`config.mk`:
```
export PLATFORM = sky130hd
export DESIGN_NAME = ir_tx_modulator
export DESIGN_NICKNAME = d
export VERILOG_FILES = /design/src/rtl/ir_mod_pkg.sv /design/src/rtl/ir_carrier_gen.sv /design/src/rtl/ir_tx_shaper.sv /design/src/rtl/ir_rx_sync.sv /design/src/rtl/ir_tx_modulator.sv
export SDC_FILE = /design/constraint.sdc
export NUM_CORES = 1
export LEC_CHECK = 0
export CAP_MARGIN = 20
export CORE_UTILIZATION = 40
export CTS_BUF_LIST = sky130_fd_sc_hd__clkbuf_16
export CTS_CLUSTER_SIZE = 25
export DETAILED_ROUTE_END_ITERATION = 7
export MAX_ROUTING_LAYER = met4
export PLACE_DENSITY = 0.66
export SETUP_SLACK_MARGIN = 0.4
export SKIP_LAST_GASP = 1
export SLEW_MARGIN = 20
export SYNTH_ARGS = -nofsm -noshare
export SYNTH_HDL_FRONTEND = slang
export SYNTH_SLANG_ARGS = --single-unit
```
`constraint.sdc`:
```
create_clock -name clk -period 2.2 [get_ports clk]
set_clock_uncertainty 0.1 [all_clocks]
set_input_delay 0.33 -clock clk [delete_from_list [all_inputs] [get_ports clk]]
set_output_delay 0.33 -clock clk [all_outputs]
set_load 0.01 [all_outputs]
```
`src/rtl/ir_mod_pkg.sv`:
```
package ir_mod_pkg;

  // Carrier low-time codes.
  typedef enum logic [1:0] {
    DUTY_HALF      = 2'b00,
    DUTY_QUARTER   = 2'b01,
    DUTY_EIGHTH    = 2'b10,
    DUTY_SIXTEENTH = 2'b11
  } duty_code_e;

  // Line level of a UART mark, before any inversion.
  localparam logic LINE_IDLE = 1'b1;

endpackage

```
`src/rtl/ir_carrier_gen.sv`:
```
// Free-running carrier divider. Each period starts with its high phase and
// ends with its low phase. The duty code is loaded only on the final cycle
// of a period.
module ir_carrier_gen
  import ir_mod_pkg::*;
#(
  parameter int unsigned DIV = 32,
  parameter int unsigned CW  = $clog2(DIV)
) (
  input  logic          clk,
  input  logic          rst_n,
  input  logic [1:0]    duty_req,
  output logic          carrier,
  output logic          wrap,
  output logic [CW-1:0] phase,
  output logic [1:0]    duty_act
);

  localparam logic [CW-1:0] LAST  = CW'(DIV - 1);
  localparam logic [CW:0]   FULL  = (CW+1)'(DIV);

  logic [CW-1:0] phase_q, phase_d;
  duty_code_e    duty_q,  duty_d;
  logic [CW:0]   low_len, high_len;

  // next state
  always_comb begin
    wrap    = (phase_q == LAST);
    phase_d = wrap ? '0 : phase_q + 1'b1;
    duty_d  = duty_code_e'(duty_req);
  end

  // carrier shape from the active duty code
  always_comb begin
    low_len  = FULL >> ({1'b0, duty_q} + 3'd1);
    high_len = FULL - low_len;
    carrier  = ({1'b0, phase_q} < high_len);
  end

  // registers
  always_ff @(posedge clk or negedge rst_n) begin
    if (!rst_n) begin
      phase_q <= '0;
      duty_q  <= DUTY_HALF;
    end else begin
      phase_q <= phase_d;
      if (wrap) begin
        duty_q <= duty_d;
      end
    end
  end

  assign phase    = phase_q;
  assign duty_act = duty_q;

endmodule

```
`src/rtl/ir_tx_shaper.sv`:
```
// Transmit path: burst gate, brownout override, disable and polarity.
module ir_tx_shaper
  import ir_mod_pkg::*;
(
  input  logic clk,
  input  logic rst_n,
  input  logic carrier,
  input  logic wrap,
  input  logic ser_tx,
  input  logic mod_enable,
  input  logic brownout,
  input  logic tx_disable,
  input  logic tx_invert,
  output logic tx_line,
  output logic tx_drive_en,
  output logic burst
);

  logic mod_live;
  logic burst_q, burst_d;
  logic level;
  logic line_q, line_d;
  logic oe_q, oe_d;

  // next state
  always_comb begin
    mod_live = mod_enable & ~brownout;

    // A burst is opened or closed only at a period boundary. It is dropped
    // at once when modulation goes away.
    if (!mod_live) begin
      burst_d = 1'b0;
    end else if (wrap) begin
      burst_d = ~ser_tx;
    end else begin
      burst_d = burst_q;
    end

    if (mod_live) begin
      level = burst_q ? carrier : LINE_IDLE;
    end else begin
      level = ser_tx;
    end

    line_d = (tx_disable ? LINE_IDLE : level) ^ tx_invert;
    oe_d   = ~tx_disable;
  end

  // registers
  always_ff @(posedge clk or negedge rst_n) begin
    if (!rst_n) begin
      burst_q <= 1'b0;
      line_q  <= LINE_IDLE;
      oe_q    <= 1'b0;
    end else begin
      burst_q <= burst_d;
      line_q  <= line_d;
      oe_q    <= oe_d;
    end
  end

  assign tx_line     = line_q;
  assign tx_drive_en = oe_q;
  assign burst       = burst_q;

endmodule

```
`src/rtl/ir_rx_sync.sv`:
```
// Synchroniser chain for the raw receive pin.
module ir_rx_sync #(
  parameter int unsigned STAGES = 2
) (
  input  logic clk,
  input  logic rst_n,
  input  logic d,
  output logic q
);

  logic [STAGES-1:0] chain_q;

  for (genvar g = 0; g < STAGES; g++) begin : g_stage
    logic src;
    if (g == 0) begin : g_first
      assign src = d;
    end else begin : g_next
      assign src = chain_q[g-1];
    end
    always_ff @(posedge clk or negedge rst_n) begin
      if (!rst_n) begin
        chain_q[g] <= 1'b1;
      end else begin
        chain_q[g] <= src;
      end
    end
  end

  assign q = chain_q[STAGES-1];

endmodule

```
`src/rtl/ir_tx_modulator.sv`:
```
module ir_tx_modulator
  import ir_mod_pkg::*;
#(
  parameter int unsigned CARRIER_DIV    = 32,
  parameter int unsigned RX_SYNC_STAGES = 2
) (
  input  logic       clk,
  input  logic       rst_n,
  input  logic       tx_disable,
  input  logic       mod_enable,
  input  logic [1:0] duty_sel,
  input  logic       tx_invert,
  input  logic       rx_invert,
  input  logic       brownout,
  input  logic       ser_tx,
  input  logic       rx_line,
  output logic       tx_line,
  output logic       tx_drive_en,
  output logic       ser_rx
);

  localparam int unsigned CNT_W = $clog2(CARRIER_DIV);

  // asynchronous assert, synchronous release
  logic [1:0] rst_pipe_q;
  logic       rst_sync_n;

  always_ff @(posedge clk or negedge rst_n) begin
    if (!rst_n) begin
      rst_pipe_q <= 2'b00;
    end else begin
      rst_pipe_q <= {rst_pipe_q[0], 1'b1};
    end
  end
  assign rst_sync_n = rst_pipe_q[1];

  logic             car_level;
  logic             car_wrap;
  logic [CNT_W-1:0] car_phase;
  logic [1:0]       car_duty;
  logic             tx_burst;
  logic             rx_synced;

  ir_carrier_gen #(
    .DIV (CARRIER_DIV),
    .CW  (CNT_W)
  ) u_carrier (
    .clk      (clk),
    .rst_n    (rst_sync_n),
    .duty_req (duty_sel),
    .carrier  (car_level),
    .wrap     (car_wrap),
    .phase    (car_phase),
    .duty_act (car_duty)
  );

  ir_tx_shaper u_shaper (
    .clk         (clk),
    .rst_n       (rst_sync_n),
    .carrier     (car_level),
    .wrap        (car_wrap),
    .ser_tx      (ser_tx),
    .mod_enable  (mod_enable),
    .brownout    (brownout),
    .tx_disable  (tx_disable),
    .tx_invert   (tx_invert),
    .tx_line     (tx_line),
    .tx_drive_en (tx_drive_en),
    .burst       (tx_burst)
  );

  ir_rx_sync #(
    .STAGES (RX_SYNC_STAGES)
  ) u_rx_sync (
    .clk   (clk),
    .rst_n (rst_sync_n),
    .d     (rx_line),
    .q     (rx_synced)
  );

  assign ser_rx = rx_synced ^ rx_invert;

endmodule

```
==> out/metrics.yaml <==
outcome: "complete, no violations"
synth_nets: 69
dp_hpwl_um: 721
synthSimpleGateAreaFrac: 0.1564
combPwrFrac: 0.075
cpLargestDelayFamily: "buffers and inverters"
insertion_delay_ns: 0.24
synthAdderAreaFrac: 0.09901
synth-seq-cells: 14
fp.coreArea_sq_mm: 0.001383
h-tree-depth: 1
path_buf_inv: 1
required_ns: 1.77
cts_tree: "yes"
cts.sinks: 14
layout_setup_ws_ns: 0.5050
ys_warn_count: 0
synth_xor_area_frac: 0.04158
muxShareOfSynthArea: 0.01782
design.die.area_sq_mm: 0.001743
final_hold_viol_count: 0
rsz0062_at_grt: "false"
area_growth_syn_to_layout_pct: 35.25
period_needed_ns: 1.695
synth.distinct_cells: 24
p_per_area_mw_per_mm2: 775.8
slew_viol_final: 0
nets: 86
final_cells: 84
clk_pin_slew_worst_paths_ns: 0.04
numPortBuffers: 13
synth_area_sq_um: 631.9
p_int_mw: 0.5413
die_w_um: 41.75
hold_ws_ns: 0.08927
yosysSeqAreaShare: 0.5604
postCtsSetupBuffers: 0
clk_path_buf_depth: 2
max_freq_mhz: 590.0
p_sw_frac: 0.1835
start_util: 0.4570
p_leak_nw: 0.4031
grt_pass1_vias: 436
cts_buffers: 3
fin_crit_sh: 0.7704
timing.critical_path.cells: "clkdlybuf4s50_1"
ant_nets: 0
netlist_instances: 53
worstSetupStartpoint: "u_shaper.tx_line"
finalSetupViolCount: 0
vias: 421
wl_um: 958
path_max_fanout: 1
routabilityCongestion: 0.7231
drive_gt1_frac: 0.1449
arrival_ns: 1.26
tns_ns: 0
hold_class: "reg -> async"
drc: 0
dr.pass1.iters: 3
worstSetupStartpointType: "flip-flop"
end_kind: "output pin"
avgSynthCellArea_sq_um: 11.92
die_h_um: 41.75
drt_iter0_drc: 5
antenna_cells: 0
synth_compound_area_frac: 0.08317
grt_usage: 0.1431
p_sw_mw: 0.1217
grt_pass1_wl_um: 1725
synth_top_family_by_area: "simple AND/OR/NAND/NOR gates"
io_pins: 14
antenna_found_initial: 0
crit_type: "reg -> out"
maxCapViolations: 0
gr-total-overflow: 0
dp.cells: 80
slowest_stage: "clkdlybuf4s50_1"
placementRows: 13
avgRoutedWirePerCell_um: 11.40
ir_drop_v: 0.0006890
final_util: 0.6181
grt_max_degree: 13
pwr-share-clk: 0.508
slowest_delay_ns: 0.52
dp_slack_ns: 0.2825
viasPerCell: 5.012
pwr-share-seq: 0.417
reg2reg_from: "u_carrier.duty_act[0]"
cts-root-buf: "clkbuf_16"
[path summary, 6_finish.rpt]
check / end / slack, ns / cells past startpoint
worst max-delay path: tx_line / 0.51 / 1
worst min-delay path: u_carrier.phase[3] / 0.09 / 0
worst max register to register: u_shaper.tx_line / 0.56 / 6
worst min register to register: u_carrier.phase[3] / 0.09 / 0
max in group asynchronous: u_shaper.tx_line / 1.57 / 0
min in group clk: rst_pipe_q[1] / 0.25 / 0
[final cells by class]
class / count / area (sq um)
Fill cell: 114 / 528.0
Sequential cell: 14 / 354.1
Multi-Input combinational cell: 34 / 259.0
Timing Repair Buffer: 13 / 128.9
Clock buffer: 3 / 75.07
Tap cell: 15 / 18.77
Inverter: 4 / 15.01
Clock inverter: 1 / 3.754
[flip-flops by register name (all words and copies together), names as in the netlist]
register / count
u_rx_sync.q: 1
u_shaper.tx_line: 1
u_shaper.burst: 1
u_carrier.phase: 5
u_shaper.tx_drive_en: 1
u_rx_sync.g_stage.src: 1
u_carrier.duty_act: 2
rst_pipe_q: 2
[what timing repair did]
| item | in CTS | in global routing |
|---|---|---|
| resized for setup | 1 | 0 |
| hold buffers | 0 | 0 |
| endpoints found under the setup margin | 1 | 0 |
[stage by stage]
step | instance area [sq um] | total power, mW
6_report | 854.6 | 0.6630
5_1_grt | 854.6 | 0.6914
4_1_cts | 854.6 | 0.6732
3_5_place_dp | 777.0 | 0.3320
3_3_place_gp | 777.0 | 0.3305
2_1_floorplan | 631.9 | 0.2995
[Yosys cell counts]
master     instances  share of area
a211oi_1           1          0.012
a21oi_1            2          0.016
and3_1             2          0.020
and3b_1            1          0.014
clkbuf_1           1         0.0059
conb_1             2          0.012
dfrtp_1           11           0.44
dfstp_2            3           0.12
ha_1               5          0.099
inv_1              4          0.024
mux2_2             1          0.018
nand2_1            1         0.0059
nand2b_4           1          0.022
nand3_1            2          0.016
nor2_1             6          0.036
nor2b_1            1         0.0099
nor4b_2            1          0.024
o2111ai_1          1          0.014
o21ai_0            1         0.0079
o22ai_2            1          0.020
o41ai_1            1          0.014
or3_1              1         0.0099
xnor2_1            1          0.014
xor2_1             2          0.028
[cells by family after synthesis]
group,count (synthesis)
adder cells (fa/ha/maj),5
multiplexers,1
AO/OA/AOI/OAI,7
buffers and inverters,5
other,2
AND/OR/NAND/NOR,16
flip-flops,14
XOR/XNOR,3
[power by group through the flow]
stage               clock, mW  combinational, mW  sequential [mW]
floorplan                   0             0.0188            0.281
global placement            0             0.0502            0.280
detailed placement          0             0.0512            0.281
CTS                     0.346             0.0501            0.277
global route            0.359             0.0542            0.278
finish                  0.337             0.0497            0.277
[layout by cell type, fill, tap and decap left out, drive strengths merged, types with 2 or more instances in the layout]
cell / count
conb: 2
clkdlybuf4s50: 12
a21oi: 2
dfstp: 3
clkbuf: 3
nand3: 2
nor2: 6
and3: 2
ha: 5
inv: 4
dfrtp: 11
xor2: 2
[routing by layer]
metal / up-vias / wire length (um) / global-route usage
met4: 0 / 22 / 0.09677
met1: 197 / 441 / 0.1401
met3: 4 / 55 / 0.07826
met2: 10 / 439 / 0.2156
li1: 210 / - / -
met5: - / 0 / -
Note: power is estimated with default switching activity, not from simulation.
